[src/rtl/tod_pkg.sv]
package tod_pkg;
    typedef enum logic [1:0] {
        REG_TENTHS = 2'd0,
        REG_SEC    = 2'd1,
        REG_MIN    = 2'd2,
        REG_HOUR   = 2'd3
    } tod_reg_e;

    typedef struct packed {
        logic       pm;
        logic       ten;
        logic [3:0] units;
    } hours_t;

    localparam hours_t HOURS_RESET = '{pm: 1'b1, ten: 1'b0, units: 4'd1};
endpackage

[src/rtl/tod_prescaler.sv]
module tod_prescaler #(
    parameter int DIV_50 = 5,
    parameter int DIV_60 = 6
) (
    input  logic clk,
    input  logic rst_n,
    input  logic run,
    input  logic line_tick,
    input  logic sel_50hz,
    input  logic clear,
    output logic tenth_pulse
);
    localparam int MAXDIV = (DIV_50 > DIV_60) ? DIV_50 : DIV_60;
    localparam int CNT_W  = $clog2(MAXDIV);
    localparam logic [CNT_W-1:0] LAST_50 = CNT_W'(DIV_50 - 1);
    localparam logic [CNT_W-1:0] LAST_60 = CNT_W'(DIV_60 - 1);

    typedef struct packed {
        logic [CNT_W-1:0] cnt;
    } pre_t;

    pre_t             st_q, st_d;
    logic [CNT_W-1:0] last;

    always_comb begin
        st_d        = st_q;
        tenth_pulse = 1'b0;
        last        = sel_50hz ? LAST_50 : LAST_60;
        if (clear) begin
            st_d.cnt = '0;
        end else if (run && line_tick) begin
            if (st_q.cnt >= last) begin
                st_d.cnt    = '0;
                tenth_pulse = 1'b1;
            end else begin
                st_d.cnt = st_q.cnt + 1'b1;
            end
        end
    end

    always_ff @(posedge clk or negedge rst_n) begin
        if (!rst_n) st_q <= '0;
        else        st_q <= st_d;
    end

    // a stopped clock leaves the hidden count alone
    a_r2_hold_when_stopped: assert property (@(posedge clk) disable iff (!rst_n)
        (!run && !clear) |=> $stable(st_q.cnt));
    // a clear request empties the count
    a_r3_clear_empties: assert property (@(posedge clk) disable iff (!rst_n)
        clear |=> (st_q.cnt == '0));
    // every pulse restarts the division
    a_r2_pulse_restarts: assert property (@(posedge clk) disable iff (!rst_n)
        tenth_pulse |=> (st_q.cnt == '0));
endmodule

[src/rtl/tod_bcd_pair.sv]
module tod_bcd_pair #(
    parameter int LO_W    = 4,
    parameter int HI_W    = 3,
    parameter int LO_LAST = 9,
    parameter int HI_LAST = 5
) (
    input  logic            clk,
    input  logic            rst_n,
    input  logic            inc,
    input  logic            wr,
    input  logic [HI_W-1:0] wr_hi,
    input  logic [LO_W-1:0] wr_lo,
    output logic [HI_W-1:0] hi_q,
    output logic [LO_W-1:0] lo_q,
    output logic            carry
);
    localparam logic [LO_W-1:0] LO_END = LO_W'(LO_LAST);
    localparam logic [HI_W-1:0] HI_END = HI_W'(HI_LAST);

    typedef struct packed {
        logic [HI_W-1:0] hi;
        logic [LO_W-1:0] lo;
    } pair_t;

    pair_t st_q, st_d;
    logic  lo_carry;

    always_comb begin
        st_d     = st_q;
        lo_carry = inc && (st_q.lo == LO_END);
        carry    = lo_carry && (st_q.hi == HI_END);
        if (inc) begin
            st_d.lo = lo_carry ? '0 : st_q.lo + 1'b1;
        end
        if (lo_carry) begin
            st_d.hi = carry ? '0 : st_q.hi + 1'b1;
        end
        if (wr) begin
            st_d.hi = wr_hi;
            st_d.lo = wr_lo;
        end
    end

    always_ff @(posedge clk or negedge rst_n) begin
        if (!rst_n) st_q <= '0;
        else        st_q <= st_d;
    end

    assign hi_q = st_q.hi;
    assign lo_q = st_q.lo;

    // last decimal value of the pair returns to zero
    a_r5_decimal_wrap: assert property (@(posedge clk) disable iff (!rst_n)
        (inc && !wr && lo_q == LO_END && hi_q == HI_END) |=> (lo_q == '0 && hi_q == '0));
    // binary wrap of the units digit leaves the tens digit as it was
    a_r5_units_binary_wrap: assert property (@(posedge clk) disable iff (!rst_n)
        (inc && !wr && lo_q == '1) |=> (lo_q == '0 && $stable(hi_q)));
    // binary wrap of the tens digit sends no carry
    a_r5_tens_binary_wrap: assert property (@(posedge clk) disable iff (!rst_n)
        (inc && hi_q == '1 && lo_q == LO_END) |-> !carry);
endmodule

[src/rtl/tod_hours.sv]
module tod_hours
    import tod_pkg::*;
(
    input  logic       clk,
    input  logic       rst_n,
    input  logic       inc,
    input  logic       wr,
    input  logic       wr_pm,
    input  logic       wr_ten,
    input  logic [3:0] wr_units,
    output hours_t     hours_q
);
    hours_t st_q, st_d;

    always_comb begin
        st_d = st_q;
        if (inc) begin
            if (st_q.ten && st_q.units == 4'd2) begin
                st_d.ten   = 1'b0;
                st_d.units = 4'd1;
            end else if (!st_q.ten && st_q.units == 4'd9) begin
                st_d.ten   = 1'b1;
                st_d.units = 4'd0;
            end else if (st_q.units == 4'hF) begin
                st_d.units = 4'd0;
            end else begin
                st_d.units = st_q.units + 4'd1;
                if (st_q.ten && st_q.units == 4'd1) st_d.pm = ~st_q.pm;
            end
        end
        if (wr) begin
            st_d.pm    = wr_pm ^ (wr_ten && wr_units == 4'd2);
            st_d.ten   = wr_ten;
            st_d.units = wr_units;
        end
    end

    always_ff @(posedge clk or negedge rst_n) begin
        if (!rst_n) st_q <= HOURS_RESET;
        else        st_q <= st_d;
    end

    assign hours_q = st_q;

    // counting into twelve inverts the flag
    a_r6_noon_flip: assert property (@(posedge clk) disable iff (!rst_n)
        (inc && !wr && st_q.ten && st_q.units == 4'd1) |=> (st_q.pm != $past(st_q.pm)));
    // twelve goes to one with the flag kept
    a_r6_twelve_to_one: assert property (@(posedge clk) disable iff (!rst_n)
        (inc && !wr && st_q.ten && st_q.units == 4'd2)
        |=> (!st_q.ten && st_q.units == 4'd1 && $stable(st_q.pm)));
    // binary wrap of the units keeps tens and flag
    a_r7_units_wrap: assert property (@(posedge clk) disable iff (!rst_n)
        (inc && !wr && st_q.units == 4'hF)
        |=> (st_q.units == 4'd0 && $stable(st_q.ten) && $stable(st_q.pm)));
    // writing twelve stores the inverted flag
    a_r8_write_twelve: assert property (@(posedge clk) disable iff (!rst_n)
        (wr && wr_ten && wr_units == 4'd2) |=> (st_q.pm == !$past(wr_pm)));
endmodule

[src/rtl/tod_bcd_clock.sv]
module tod_bcd_clock
    import tod_pkg::*;
#(
    parameter int DIV_50 = 5,
    parameter int DIV_60 = 6
) (
    input  logic       clk,
    input  logic       rst_n,
    input  logic       line_tick,
    input  logic       sel_50hz,
    input  logic       run,
    input  logic       wr_en,
    input  logic [1:0] wr_addr,
    input  logic [7:0] wr_data,
    input  logic [1:0] rd_sel,
    output logic [7:0] rd_data
);
    localparam int TEN_W = 4;
    localparam logic [TEN_W-1:0] TEN_LAST = TEN_W'(9);

    typedef struct packed {
        logic [TEN_W-1:0] tenths;
    } top_t;

    top_t       st_q, st_d;
    logic       pulse, t_carry, s_carry, m_carry;
    logic       wr_ten, wr_sec, wr_min, wr_hour, pre_clear;
    logic [2:0] sec_hi, min_hi;
    logic [3:0] sec_lo, min_lo;
    hours_t     hours;

    always_comb begin
        wr_ten    = wr_en && (wr_addr == REG_TENTHS);
        wr_sec    = wr_en && (wr_addr == REG_SEC);
        wr_min    = wr_en && (wr_addr == REG_MIN);
        wr_hour   = wr_en && (wr_addr == REG_HOUR);
        pre_clear = wr_ten && !run;
    end

    tod_prescaler #(.DIV_50(DIV_50), .DIV_60(DIV_60)) u_pre (
        .clk(clk), .rst_n(rst_n), .run(run), .line_tick(line_tick),
        .sel_50hz(sel_50hz), .clear(pre_clear), .tenth_pulse(pulse)
    );

    always_comb begin
        st_d    = st_q;
        t_carry = pulse && (st_q.tenths == TEN_LAST);
        if (pulse) st_d.tenths = t_carry ? '0 : st_q.tenths + 1'b1;
        if (wr_ten) st_d.tenths = wr_data[TEN_W-1:0];
    end

    always_ff @(posedge clk or negedge rst_n) begin
        if (!rst_n) st_q <= '0;
        else        st_q <= st_d;
    end

    tod_bcd_pair u_sec (
        .clk(clk), .rst_n(rst_n), .inc(t_carry), .wr(wr_sec),
        .wr_hi(wr_data[6:4]), .wr_lo(wr_data[3:0]),
        .hi_q(sec_hi), .lo_q(sec_lo), .carry(s_carry)
    );

    tod_bcd_pair u_min (
        .clk(clk), .rst_n(rst_n), .inc(s_carry), .wr(wr_min),
        .wr_hi(wr_data[6:4]), .wr_lo(wr_data[3:0]),
        .hi_q(min_hi), .lo_q(min_lo), .carry(m_carry)
    );

    tod_hours u_hours (
        .clk(clk), .rst_n(rst_n), .inc(m_carry), .wr(wr_hour),
        .wr_pm(wr_data[7]), .wr_ten(wr_data[4]), .wr_units(wr_data[3:0]),
        .hours_q(hours)
    );

    always_comb begin
        case (rd_sel)
            REG_TENTHS: rd_data = {4'h0, st_q.tenths};
            REG_SEC:    rd_data = {1'b0, sec_hi, sec_lo};
            REG_MIN:    rd_data = {1'b0, min_hi, min_lo};
            default:    rd_data = {hours.pm, 2'b00, hours.ten, hours.units};
        endcase
    end

    // nine in tenths goes to zero on a pulse
    a_r4_tenths_wrap: assert property (@(posedge clk) disable iff (!rst_n)
        (pulse && !wr_ten && st_q.tenths == TEN_LAST) |=> (st_q.tenths == '0));
    // binary wrap of tenths sends nothing into seconds
    a_r4_no_carry_from_f: assert property (@(posedge clk) disable iff (!rst_n)
        (st_q.tenths == '1) |-> !t_carry);
    // a carry reaches hours only through a minutes carry
    a_r9_chain: assert property (@(posedge clk) disable iff (!rst_n)
        m_carry |-> (s_carry && t_carry && pulse));
endmodule

[config.mk]
export PLATFORM = sky130hd
export DESIGN_NAME = tod_bcd_clock
export DESIGN_NICKNAME = d
export VERILOG_FILES = /design/src/rtl/tod_pkg.sv /design/src/rtl/tod_prescaler.sv /design/src/rtl/tod_bcd_pair.sv /design/src/rtl/tod_hours.sv /design/src/rtl/tod_bcd_clock.sv
export SDC_FILE = /design/constraint.sdc
export NUM_CORES = 1
export LEC_CHECK = 0
export ABC_AREA = 0
export BUFFER_PORTS_ARGS = -buffer_cell sky130_fd_sc_hd__buf_2
export CORE_UTILIZATION = 63
export CTS_BUF_LIST = sky130_fd_sc_hd__clkbuf_8
export CTS_CLUSTER_DIAMETER = 40
export DETAILED_ROUTE_END_ITERATION = 8
export PLACE_DENSITY = 0.86
export RECOVER_POWER = 50
export SKIP_CTS_REPAIR_TIMING = 1
export SLEW_MARGIN = 40
export SYNTH_ARGS = -nofsm -noshare
export SYNTH_HDL_FRONTEND = slang
export SYNTH_SLANG_ARGS = --single-unit
[constraint.sdc]
create_clock -name clk -period 3.5 [get_ports clk]
set_input_delay 0.35 -clock clk [delete_from_list [all_inputs] [get_ports clk]]
set_output_delay 0.35 -clock clk [all_outputs]
set_load 0.02 [all_outputs]
Yosys cells after proc, flatten, opt, wreduce, memory -nomap -nowiden:

Cells that the tools add are included.

* output and inout port bits: 8
* bits in registers: 27
* logic and storage cells: 98
* input bits: 18

* reductions and logical operators: 30
* mux-type cells: 31
* bitwise operators: 2
* add/sub/neg operators: 7
* magnitude comparators: 1
* eq/ne operators: 18

Operators by type and width (number)
* $mux W4: 9
* $pmux W8 S3: 1
* $mux W3: 7
* $eq A4 B4 Y1 const B: 5
* $add A4 B1 Y4 const B: 4
* $reduce_bool A2 Y1: 8
* $logic_and A1 B1 Y1: 15
* $mux W7: 2
* $mux W6: 2
* $add A3 B1 Y3 const B: 3
* $mux W1: 9
* $eq A4 B2 Y1 const B: 2
* $eq A2 B2 Y1 const B: 3
* $eq A3 B3 Y1 const B: 2
* $ne A2 B1 Y1 const B: 3
* $mux W5: 1
* $reduce_and A5 Y1: 1
* $eq A2 B1 Y1 const B: 2
* $eq A4 B1 Y1 const B: 1
* $logic_not A2 Y1: 2
* $ge A3 B3 Y1: 1
* $reduce_bool A3 Y1: 1
* $logic_not A1 Y1: 2
* $reduce_and A2 Y1: 1
* 2 further kinds: 2

Depth between registers and ports, before layout:

* depth after elaboration: 13
* gate-level depth with buffers: 8
* depth with buffers taken out: 7

Cells and area by module:

Synthesis repeated with hierarchy kept, for this count alone.

* cells, all modules: 227
* area, all modules: 2097.0 um^2

Modules (own cells, without submodules)
* tod_bcd_pair: times used 2, area each 465.4 um^2, cells an instance 52, seq. area each 175.2 um^2
* tod_bcd_clock: times used 1, area each 488.0 um^2, cells an instance 50, seq. area each 100.1 um^2
* tod_hours: times used 1, area each 478.0 um^2, cells an instance 51, seq. area each 152.6 um^2
* tod_prescaler: times used 1, area each 200.2 um^2, cells an instance 22, seq. area each 75.1 um^2

Worst setup path before layout:

No wires, ideal clock.

* kind: register -> register
* from: reg u_pre.st_q[0] (netlist name)
* to: reg u_sec.st_q (netlist bit u_sec.hi_q[0])
* data required time: 3.368 ns
* library setup time: 0.132 ns
* setup slack: 1.657 ns
* cell stages (with the launch flop): 9
* path buffers: 1
* period minus slack after synthesis: 1.843 ns
* data arrival time: 1.711 ns
* cell sequence: dfrtp_1 -> inv_1 -> ha_1 -> or3b_1 -> and3_1 -> buf_2 -> nand2_1 -> mux2i_1 -> o21ai_0

* longest elaborated chain between the ends: 10
* elaborated cells on any way between the ends: 11
* those cells by class: 1 x order compare; 6 x mux; 4 x reduce/logical

RTL lines
* start: declaration: RTL line tod_prescaler.sv:22 `pre_t st_q, st_d;`
* start signal: assignment: RTL line tod_prescaler.sv:43 `else st_q <= st_d;`
* $ge A3 B3 Y1 *: RTL line tod_prescaler.sv:32 `if (st_q.cnt >= last) begin`
* $mux W1 *: RTL line tod_prescaler.sv:32
* $mux W1 *: RTL line tod_prescaler.sv:31 `end else if (run && line_tick) begin`
* $mux W1 *: RTL line tod_prescaler.sv:29 `if (clear) begin`
* $logic_and A1 B1 Y1 *: RTL line tod_bcd_clock.sv:47 `t_carry = pulse && (st_q.tenths == TEN_LAST);`
* $logic_and A1 B1 Y1 *: RTL line tod_bcd_pair.sv:30 `lo_carry = inc && (st_q.lo == LO_END);`
* $logic_and A1 B1 Y1: RTL line tod_bcd_pair.sv:31 `carry = lo_carry && (st_q.hi == HI_END);`
* $mux W3: RTL line tod_bcd_pair.sv:36 `st_d.hi = carry ? '0 : st_q.hi + 1'b1;`
* $mux W3: RTL line tod_bcd_pair.sv:35 `if (lo_carry) begin`
* $mux W7: RTL line tod_bcd_pair.sv:38 `if (wr) begin`
* end signal: assignment: RTL line tod_bcd_pair.sv:46 `else st_q <= st_d;`
* end: declaration: RTL line tod_bcd_pair.sv:25 `pair_t st_q, st_d;`

Mark *: on every way between the ends. The rest lies on a longest branch, timed or not. The select of a mux whose other input is x is not followed.
A chain may end at the register's enable or synchronous reset.

Worst setup path after layout:

* from: reg u_hours.st_q (netlist bit u_hours.hours_q[0])
* to: reg u_hours.st_q (netlist bit u_hours.hours_q[2])

* longest elaborated chain between the ends: 6
* elaborated cells on any way between the ends: 11
* those cells by class: 1 x add/sub; 3 x eq/ne; 5 x mux; 2 x reduce/logical

RTL lines
* start: declaration: RTL line tod_hours.sv:13 `hours_t st_q, st_d;`
* start signal: assignment: RTL line tod_hours.sv:40 `else st_q <= st_d;`
* $add A4 B1 Y4 (tied with other cells): RTL line tod_hours.sv:27 `st_d.units = st_q.units + 4'd1;`
* $mux W4 or $logic_and A1 B1 Y1 (tied branches): RTL line tod_hours.sv:24, tod_hours.sv:21
* $mux W4: RTL line tod_hours.sv:21 `end else if (!st_q.ten && st_q.units == 4'd9) begin`
* $mux W5 *: RTL line tod_hours.sv:18 `if (st_q.ten && st_q.units == 4'd2) begin`
* $mux W6 *: RTL line tod_hours.sv:17 `if (inc) begin`
* $mux W6 *: RTL line tod_hours.sv:31 `if (wr) begin`

Marked as above.

==> results_dict.tcl <==
set metrics [dict create \
    status "completed" \
    fin_crit_ps 2010 \
    cp.arrival_ps 2230 \
    rsz0062_at_grt "false" \
    rr_endpoint "u_hours.hours_q[2]" \
    setup.worst_path.end_class "flop" \
    num_antenna_cells 0 \
    grt_max_degree 28 \
    synth.area.mux_share_pct 11.6 \
    clk_latency_ps 270 \
    synth_common_cells "dfrtp_1, nand2_1, o21ai_0" \
    required_ps 3720 \
    ys_ff_latch 27 \
    synthSimpleGateAreaFrac_pct 23.9 \
    cts_made_buffers 3 \
    die_w_um 58.4 \
    grt_pass1_wl_um 7360 \
    ant_nets 0 \
    fin_skew_ps 3.21 \
    cts_tree "done" \
    whs_path_depth 3 \
    synth_adder_area_share_pct 9.38 \
    drv_slew 0 \
    slew-limit-headroom_pct 3.60 \
    synth_nets 258 \
    yosysTopAreaCell "dfrtp_1" \
    io_buffers 25 \
    drive_gt1_share_pct 15.0 \
    synth_top_family_by_area "simple AND/OR/NAND/NOR gates" \
    antenna_found_initial 0 \
    min_to "u_sec.hi_q[1]" \
    cts_max_level 1 \
    reg2reg_setup_slack_ps 1490 \
    post-route-period-util_pct 57.4 \
    finalSetupViolations 0 \
    crit_fanout 7 \
    grt_pass1_vias 1601 \
    wl_per_cell_um 15.2 \
    yosys.cell_types.count 43 \
    async_reset_ff_share_pct 100 \
    stdcell_count 291 \
    fp-row-count 20 \
    ir_worst_vdd_uv 221 \
    routed_wl_um 4430 \
    hold_class "input pin to flop" \
    drt-vias-per-instance 6.07 \
    crit_type "flop to flop" \
    yosysTopAreaCellShare_pct 31.3 \
    synth.yosys.warnings 0 \
    start_util_pct 66.1 \
    clockRootBuffer "clkbuf_8" \
    synth_flop_cell "dfrtp_1" \
    syn_inst 225 \
    cp-start-kind "flop" \
    vias 1767 \
    cts_sinks 27 \
    max-cap-violations 0 \
    area_growth_pct 9.38 \
    setup_slack_ps 1490 \
    grt.overflow.total 0 \
    ys_seq_area_share_pct 33.9 \
    synth_xor_area_share_pct 0.437 \
    synth_edf_count 0 \
    drt-pass1-iter-count 4 \
    reg2reg_depth 7 \
    fmax_ghz 0.498 \
    p_per_area_mw_per_mm2 431 \
    placed_cells 287 \
    dpl.hpwl_um 3310 \
    drtIter0Drc 121 \
    yosys-top-cells-area "dfrtp_1, ha_1, mux2i_1, o21ai_0, nand2_1" \
    grtUsageTotal_pct 28.7 \
    finalPower_mw 0.944 \
    die_h_um 58.4 \
    hold_violations 0 \
    dp_slack_ps 1470 \
    hold_start "wr_data[5]" \
    syn_area_sq_mm 0.00200 \
    synth.avg_cell_area_sq_um 8.90 \
    cts_buffer_depth 2 \
    fin_tns_setup_ps 0 \
    power.leakage_nw 1.02 \
    ios 26 \
    dieArea_sq_mm 0.00341 \
    core_sq_mm 0.00303 \
    clk_pin_slew_worst_paths_ps 90 \
    layout.nets 281 \
    holdWs_ps 329 \
    tightest_slew_ps 1450 \
    place.gp.congestion 0.883 \
    synth_compound_area_share_pct 16.7 \
    r2r-start "u_hours.hours_q[0]" \
    remaining_drc_errors 0 \
]
-- how the worst max path moves through the flow --
stage                       start                  to  slack, ps  cells past startpoint
2_1_floorplan       u_pre.st_q[0]       u_sec.hi_q[0]       1660                      8
3_3_place_gp             sel_50hz  u_hours.hours_q[2]       1510                      8
3_5_place_dp             sel_50hz       u_sec.hi_q[1]       1470                      8
4_1_cts        u_hours.hours_q[0]  u_hours.hours_q[2]       1500                      7
5_1_grt             u_pre.st_q[0]       u_sec.hi_q[1]       1310                      7
6_report       u_hours.hours_q[0]  u_hours.hours_q[2]       1490                      7
-- metrics by stage --
stage	cell area [sq um]	utilization, %
2_1_floorplan	2000	-
6_report	2190	72.3
3_5_place_dp	2150	71.0
5_1_grt	2190	72.3
4_1_cts	2200	72.5
3_3_place_gp	2150	71.0
-- registers in the layout (all words and copies together), names as in the netlist --
| signal | flops |
|---|---|
| u_min.hi_q | 3 |
| u_min.lo_q | 4 |
| u_pre.st_q | 3 |
| u_sec.hi_q | 3 |
| st_q | 4 |
| u_sec.lo_q | 4 |
| u_hours.hours_q | 6 |
-- critical path, stage by stage, from the launching register on --
cell	delay, ps
dfstp_2	600
inv_1	70
ha_1	210
and4bb_2	250
nor3_1	400
nand3_1	120
o21ai_0	170
a31o_2	120
-- power by group --
part | switching (mW) | internal, mW
logic | 0.165 | 0.141
clock network | 0.0960 | 0.0787
registers | 0.0858 | 0.377
-- final cells by class --
class,count,area (sq um)
fillers,231,838
inverters,14,52.6
repair buffers,25,119
clock buffers,3,41.3
clock inverters,1,3.75
well taps,44,55.1
flip-flops and latches,27,678
multi-input cells,177,1240
-- cell families after synthesis --
| family | Yosys count |
|---|---|
| AOI/OAI and AO/OA | 56 |
| xor gates and xnor gates | 1 |
| adders and majority gates | 15 |
| buffers and inverters | 21 |
| DFF | 27 |
| muxes | 18 |
| and+or+nand+nor | 87 |
-- per-layer routing --
layer / track usage (%) / vias to the layer above / part of all wire, % / wire length [um]
met5: 0 / - / 0 / 0
met4: 10.5 / 0 / 2.0 / 87
met3: 2.64 / 9 / 5.2 / 232
met2: 44.8 / 52 / 46 / 2050
met1: 42.1 / 848 / 47 / 2060
li1: - / 858 / - / -
-- placed cells by master, fill, tap and decap left out, drive strengths merged, types with 2 or more instances in the layout --
| cell | count |
|---|---|
| and3b | 3 |
| o21a | 2 |
| nor4b | 2 |
| or3 | 3 |
| buf | 20 |
| or3b | 3 |
| dfrtp | 25 |
| o211ai | 2 |
| nor2b | 4 |
| nand2 | 25 |
| a21oi | 15 |
| ha | 15 |
| dfstp | 2 |
| nor2 | 16 |
| a22o | 4 |
| mux2i | 13 |
| mux4 | 4 |
| a31oi | 6 |
| a22oi | 2 |
| nor3 | 5 |
| clkbuf | 8 |
| and3 | 10 |
| nand3 | 11 |
| o21ai | 20 |
| inv | 15 |
Power figures use the tool's default switching activity.
